--- config.mk ---
export PLATFORM = sky130hd
export DESIGN_NAME = mem2mem_ctrl
export DESIGN_NICKNAME = d
export VERILOG_FILES = /design/src/rtl/mem2mem_ctrl.sv
export SDC_FILE = /design/constraint.sdc
export NUM_CORES = 1
export LEC_CHECK = 0
export ABC_AREA = 1
export BUFFER_PORTS_ARGS = -buffer_cell sky130_fd_sc_hd__buf_2
export CAP_MARGIN = 20
export CELL_PAD_IN_SITES_DETAIL_PLACEMENT = 2
export CELL_PAD_IN_SITES_GLOBAL_PLACEMENT = 2
export CORE_MARGIN = 8
export CORE_UTILIZATION = 34
export CTS_CLUSTER_SIZE = 25
export DETAILED_ROUTE_END_ITERATION = 10
export GPL_TIMING_DRIVEN = 0
export PLACE_DENSITY = 0.82
export SYNTH_ARGS = -nofsm -noshare
export SYNTH_HDL_FRONTEND = slang
export SYNTH_SLANG_ARGS = --single-unit
export TNS_END_PERCENT = 5
--- constraint.sdc ---
create_clock -name clk -period 5.22 [get_ports clk]
set_input_delay 0.261 -clock clk [delete_from_list [all_inputs] [get_ports clk]]
set_output_delay 0.261 -clock clk [all_outputs]
set_load 0.005 [all_outputs]
--- src/rtl/mem2mem_ctrl.sv ---
module mem2mem_ctrl #(
  parameter int AW = 16,
  parameter int DW = 8,
  parameter int SW = 5
) (
  input  logic          clk,
  input  logic          rst_n,
  output logic [AW-1:0] mem_addr,
  output logic [DW-1:0] mem_wdata,
  output logic          mem_we,
  input  logic [DW-1:0] mem_rdata,
  output logic [3:0]    alu_op,
  output logic          alu_en,
  output logic [DW-1:0] alu_a,
  output logic [DW-1:0] alu_b,
  input  logic [DW-1:0] alu_res,
  input  logic          alu_flag
);
  localparam int PCW = AW - 1;
  localparam logic [2:0] OP_STR  = 3'd0;
  localparam logic [2:0] OP_MOV  = 3'd1;
  localparam logic [2:0] OP_ADD  = 3'd2;
  localparam logic [2:0] OP_SUB  = 3'd3;
  localparam logic [2:0] OP_NAND = 3'd4;
  localparam logic [2:0] OP_DIV2 = 3'd5;
  localparam logic [2:0] OP_JMP  = 3'd7;

  logic [SW-1:0]  step;
  logic [PCW-1:0] pc;
  logic [2:0]     ir;
  logic           flag;
  logic [AW-1:0]  al;
  logic [DW-1:0]  ra, rb;

  logic pc_inc, pc_ld, sel_al, ld_ir, ld_alh, ld_all, ld_a, ld_b, al_from_b, we;

  wire is_str = (ir == OP_STR);
  wire is_jmp = (ir[2:1] == 2'b11);
  wire is_two = !is_str && !is_jmp;

  always_comb begin
    pc_inc = 1'b0; pc_ld = 1'b0; sel_al = 1'b0; ld_ir = 1'b0;
    ld_alh = 1'b0; ld_all = 1'b0; ld_a = 1'b0; ld_b = 1'b0;
    al_from_b = 1'b0; we = 1'b0;
    if (step == SW'(0)) begin
      pc_inc = 1'b1;
    end else if (step == SW'(1)) begin
      pc_inc = 1'b1; ld_ir = 1'b1;
    end else if (is_two) begin
      case (step)
        SW'(2): begin ld_alh = 1'b1; pc_inc = 1'b1; end
        SW'(3): begin ld_all = 1'b1; pc_inc = 1'b1; end
        SW'(4): begin ld_b = 1'b1; sel_al = 1'b1; end
        SW'(5): begin ld_a = 1'b1; pc_inc = 1'b1; end
        SW'(6): begin al_from_b = 1'b1; pc_inc = 1'b1; end
        SW'(7): sel_al = 1'b1;
        SW'(8): ld_b = 1'b1;
        SW'(9): begin sel_al = 1'b1; we = 1'b1; end
        default: ;
      endcase
    end else if (is_str) begin
      case (step)
        SW'(2): begin ld_a = 1'b1; pc_inc = 1'b1; end
        SW'(3): begin ld_alh = 1'b1; pc_inc = 1'b1; end
        SW'(4): ld_all = 1'b1;
        SW'(5): begin sel_al = 1'b1; we = 1'b1; end
        default: ;
      endcase
    end else begin
      case (step)
        SW'(2): begin ld_alh = 1'b1; pc_inc = 1'b1; end
        SW'(3): begin ld_all = 1'b1; pc_inc = 1'b1; end
        SW'(4): pc_ld = (ir == OP_JMP) || flag;
        default: ;
      endcase
    end
  end

  always_comb begin
    case (ir)
      OP_MOV:  alu_op = 4'd2;
      OP_ADD:  alu_op = 4'd4;
      OP_SUB:  alu_op = 4'd3;
      OP_NAND: alu_op = 4'd5;
      OP_DIV2: alu_op = 4'd7;
      default: alu_op = 4'd0;
    endcase
  end

  assign mem_addr  = sel_al ? al : {1'b0, pc};
  assign mem_we    = we;
  assign mem_wdata = alu_res;
  assign alu_en    = we;
  assign alu_a     = ra;
  assign alu_b     = rb;

  always_ff @(posedge clk or negedge rst_n) begin
    if (!rst_n) begin
      step <= '0;
      pc   <= '0;
      ir   <= '0;
      flag <= 1'b0;
      al   <= '0;
      ra   <= '0;
      rb   <= '0;
    end else begin
      step <= step + SW'(1);
      if (pc_ld)       pc <= al[PCW-1:0];
      else if (pc_inc) pc <= pc + PCW'(1);
      if (ld_ir) ir <= mem_rdata[2:0];
      if (we && !is_str) flag <= alu_flag;
      if (al_from_b)   al <= {rb, mem_rdata};
      else if (ld_alh) al[AW-1:DW] <= mem_rdata;
      else if (ld_all) al[DW-1:0] <= mem_rdata;
      if (ld_a) ra <= mem_rdata;
      if (ld_b) rb <= mem_rdata;
    end
  end
endmodule


* Word-level counts from Yosys, hierarchy flattened
Index checks and enable logic that the tools add are counted.
** Operators by class
- $add $sub $neg :: 2
- Equal/unequal tests :: 17
- Multiplexer cells :: 53
- Reduce and logical (&&, ||, !) cells :: 15
** Operator list (number)
- 2-to-1 mux 1 bit :: 45
- 2-to-1 mux 16 bit :: 2
- 2-to-1 mux 15 bit :: 2
- 2-to-1 mux 8 bit :: 3
- == test 5 x 3 -> 1 bit, second input constant :: 4
- adder 15 x 1 -> 15 bit, second input constant :: 1
- one-hot mux 3 bit (5 select lines) :: 1
- == test 5 x 2 -> 1 bit, second input constant :: 2
- == test 5 x 4 -> 1 bit, second input constant :: 2
- == test 3 bit, second input constant :: 3
- == test 3 x 2 -> 1 bit, second input constant :: 2
- nonzero test 2 bit :: 3
- adder 5 x 1 -> 5 bit, second input constant :: 1
- == test 5 x 1 -> 1 bit, second input constant :: 1
- logical NOT 5 bit :: 1
- OR reduction 2 bit :: 2
- OR reduction 4 bit :: 1
- == test 3 x 1 -> 1 bit, second input constant :: 1
- logical NOT 3 bit :: 1
- OR reduction 3 bit :: 1
- == test 2 bit, second input constant :: 1
- logical AND 1 bit :: 2
- logical NOT 1 bit :: 2
- != test 2 x 1 -> 1 bit, second input constant :: 1
- 2 further kinds :: 2
** Storage, ports and cells
- Bits in registers :: 56
- Input port bits :: 19
- Output and inout port bits :: 46
- Word-level logic and storage cells :: 95

* Depth between registers and ports, before layout
- Depth after elaboration :: 9
- Mapped depth :: 12
- Mapped depth without buffers :: 12

* Worst setup path after synthesis
Ideal clock, no wire load.
- Path kind :: register to output
- Start point :: reg step[1]
- End point :: out mem_addr[10]
- Arrival :: 1453 ps
- Data required time :: 4959 ps
- Setup slack :: 3506 ps
- Cell stages (with the launch flop) :: 10
- Buffers on the path :: 1
- Cells stage by stage :: dfrtp_1 > inv_1 > ha_1 > inv_1 > nor2_1 > nand2_2 > o21ai_4 > nand2_4 > buf_6 > o21ai_1
** Between the ends
- Longest elaborated chain between the ends :: 7
- Elaborated cells on any way between the ends :: 14
- Those cells by class :: 5 x eq/ne; 7 x mux; 2 x reduce/logical
** Ends and longest elaborated chain
- from (decl) :: RTL line 28 : logic [SW-1:0] step;
- from (signal assigned) :: RTL line 107 : step <= step + SW'(1);
- == test 5 x 3 -> 1 bit (tied with other cells) :: RTL line 50 : case (step)
- OR reduction 3 bit (no line) or 2-to-1 mux 1 bit (tied branches)
- 2-to-1 mux 1 bit (on tied branches) :: RTL line 50, 61
- 2-to-1 mux 1 bit :: RTL line 49 : end else if (is_two) begin
- 2-to-1 mux 1 bit :: RTL line 47 : end else if (step == SW'(1)) begin
- 2-to-1 mux 1 bit * :: RTL line 45 : if (step == SW'(0)) begin
- 2-to-1 mux 16 bit * :: RTL line 90 : assign mem_addr = sel_al ? al : {1'b0, pc};
- to (decl) :: RTL line 8 : output logic [AW-1:0] mem_addr,
Every way passes the cells marked *; elsewhere a longest branch is shown, timed or not.

* Worst setup path after layout
- Start point :: reg step[1]
- End point :: out mem_addr[1]
Same word-level chain as after synthesis.

==> qor.yml <==
ir_worst_vdd_v: 0.000150
fmaxAchievable_ghz: 0.393
crit_fanout: 10
wl_mm: 12.0
power_frac_seq: 0.490
post-route-min-period_ns: 2.55
netlist_instances: 474
ff2ff_setup_slack_ns: 3.21
die_y_um: 119
setup_tns_ns: 0
dieArea_mm2: 0.0141
end_kind: "output pin"
yosys-top-cells-area: "dfrtp_1 (39%), nand2_1 (16%), nand3_1 (6.5%), nand4_1 (5.0%), inv_1 (4.6%)"
grt-ovfl-total: 0
syn_nets: 499
final_antenna_net_count: 0
synth.yosys.warnings: 0
ioPinCount: 65
synth_top_area_cell: "dfrtp_1"
report.final.slew_viol_count: 0
postCtsSetupBuffers: 0
rows: 37
fillCellCount: 1222
switchingPower_uw: 411
cellLeakagePower_uw: 0.00219
initial_utilization: 0.349
setup_violations: 0
cts_buffers: 5
dp.cells: 666
crit_chain: "inv_1 -> ha_1 -> inv_1 -> nor2_1 -> nand2_2 -> o21ai_4 -> nand2_4 -> buf_6 -> o21ai_1 -> buf_2"
grt_start_max_net_pins: 36
wl_per_cell_um: 17.8
dp_hpwl_mm: 9.81
critPathRequiredTime_ns: 4.96
h-tree-depth: 2
fp.coreArea_mm2: 0.0103
cts-hold-fix-buffers: 0
clock_sink_count: 56
antenna_found_initial: 0
ys_types: 35
cpMaxStageDelayCell: "dfrtp_1"
intPower_uw: 729
port_buffers: 55
reg2reg_to: "pc[14]$_DFFE_PN0P_"
worstRegToRegCells: 11
vias: 3414
firstDrtPassIters: 4
cp-start-kind: "register"
grt_usage: 0.176
holdWs_ns: 0.0422
max-slew-margin-rel: 0.416
worst_pin_slew_ns: 0.875
path_clk_slew_ns: 0.11
slowest_delay_ns: 0.44
setup_ws_ns: 2.67
finalHoldViolations: 0
cp.depth: 10
layout-drive-gt1-share: 0.243
rsz0062_at_grt: "false"
die_w_um: 119
p_sw_frac: 0.360
arrival_ns: 2.29
cts_tree: "done"
hold_class: "input pin to asynchronous set/reset pin"
vias_per_cell: 5.07
ys_ff_latch: 56
critPathKind: "register to output pin"
num-nets-final: 562
area_delta_synth_final_pct: 15.7
diodes: 0
gp_congestion: 0.817
p_clk_frac: 0.232
status: "complete, no violations"
cts_resized: 0
stdcell_count: 674
cpLargestDelayFamily: "buffers and inverters"
ys_seq_area_frac: 0.389
root_buffer: "clkbuf_8"
insertion_delay_ns: 0.33
p_per_area_mw_per_mm2: 273
power_frac_comb: 0.278
fin_crit_sh: 0.488
post-route-drc-count: 0
clock_skew_ns: 0.00824
cpMostUsedCell: "inv_1"
dp_slack_ns: 3.04
grt_pass1_vias: 3905
grt_pass1_wl_mm: 20.3
drt_iter0_markers: 118
syn_area_mm2: 0.00360
cp_num_buf_inv: 4
cts_buffer_depth: 2
r2r_start: "step[0]$_DFF_PN0_"
maxCapViolations: 0
avgSynthCellArea_um2: 7.60
synth_top_area_frac: 0.389
-- logic make-up after synthesis --
family	synth area share
buffers and inverters	0.108
AND/OR/NAND/NOR	0.363
XOR/XNOR	0.0195
flip-flops	0.389
other	0.00104
adder cells (fa/ha/maj)	0.0208
AO/OA/AOI/OAI	0.0980
-- cell type report --
class	count	area (µm²)	area share
multi-input cells	341	1810	0.434
flip-flops and latches	56	1400	0.336
repair buffers	56	303	0.0727
plain buffers	26	199	0.0477
inverters	51	191	0.0459
well taps	136	170	0.0408
clock buffers	5	68.8	0.0165
clock inverters	3	25.0	0.00600
-- metal layers --
layer / part of all wire / vias to the layer above / global-route usage
li1: - / 1658 / -
met4: 0.0067 / 0 / 0.0379
met5: 0 / - / 0
met3: 0.028 / 6 / 0.0316
met1: 0.46 / 1693 / 0.215
met2: 0.51 / 57 / 0.314
-- synth_stat cells --
library cell and count:
nor2_2 2, nand3_4 2, a21oi_2 1, nand4_1 29, nand3_1 47, nor2_1 18, buf_2 6, nand3b_1 2
inv_1 44, clkbuf_1 1, xnor2_1 2, o21ai_1 19, o21ai_2 9, nor3_2 1, nand3_2 2, nor2_4 3
a21oi_1 3, o31ai_1 1, nand2_1 149, o21ai_0 18, o21ai_4 1, dfrtp_1 56, buf_4 13, o21bai_4 1
nand2_2 6, conb_1 1, ha_1 6, or2_0 2, inv_2 7, o21bai_1 2, nand2_4 6, buf_6 6
nor2_8 1, o211ai_1 1, xor2_1 6
-- power groups by stage --
| stage | clock network (µW) | logic (µW) | registers [µW] |
|---|---|---|---|
| after floorplan | 0 | 198 | 550 |
| after detailed placement | 0 | 323 | 566 |
| final | 264 | 317 | 558 |
| after global placement | 0 | 300 | 559 |
| after global routing | 293 | 364 | 567 |
| after CTS | 278 | 326 | 558 |
-- state kept, by name (all words and copies together), names as in the netlist --
| signal | cells |
|---|---|
| al | 16 |
| alu_a | 8 |
| alu_b | 8 |
| flag | 1 |
| ir | 3 |
| pc | 15 |
| step | 5 |
-- cell usage in the layout, fill, tap and decap left out, types with 2 or more instances in the layout --
master      n
o21ai_1    19
a21oi_1     3
nand3_1    47
o21ai_2     9
buf_4      13
nand4_1    29
dfrtp_1    56
inv_2       7
clkbuf_8    5
buf_6       6
nand2_2     6
buf_2      61
ha_1        6
inv_6       2
nand2_1   149
inv_1      44
nand3_4     2
or2_0       2
nor2_2      2
nor2_4      3
nand2_4     6
o21ai_0    18
o21bai_1    2
nand3_2     2
nand3b_1    2
xor2_1      6
xnor2_1     2
nor2_1     18
-- stage by stage --
| step | total power (µW) | utilization | instance area [µm²] |
|---|---|---|---|
| after global routing | 1220 | 0.404 | 4170 |
| after global placement | 860 | 0.392 | 4050 |
| after detailed placement | 889 | 0.395 | 4070 |
| after floorplan | 748 | - | 3600 |
| final | 1140 | 0.404 | 4170 |
| after CTS | 1160 | 0.404 | 4170 |
-- worst max-delay path by stage --
stage | start | slack, ns | endpoint
floorplan | step[1]$_DFF_PN0_ | 3.51 | mem_addr[10]
finish | step[1]$_DFF_PN0_ | 2.67 | mem_addr[1]
detailed placement | step[1]$_DFF_PN0_ | 3.04 | mem_addr[1]
global route | step[1]$_DFF_PN0_ | 2.48 | mem_addr[1]
global placement | step[1]$_DFF_PN0_ | 3.12 | mem_addr[1]
CTS | step[1]$_DFF_PN0_ | 2.64 | mem_addr[1]
(Power assumes the default switching activity.)
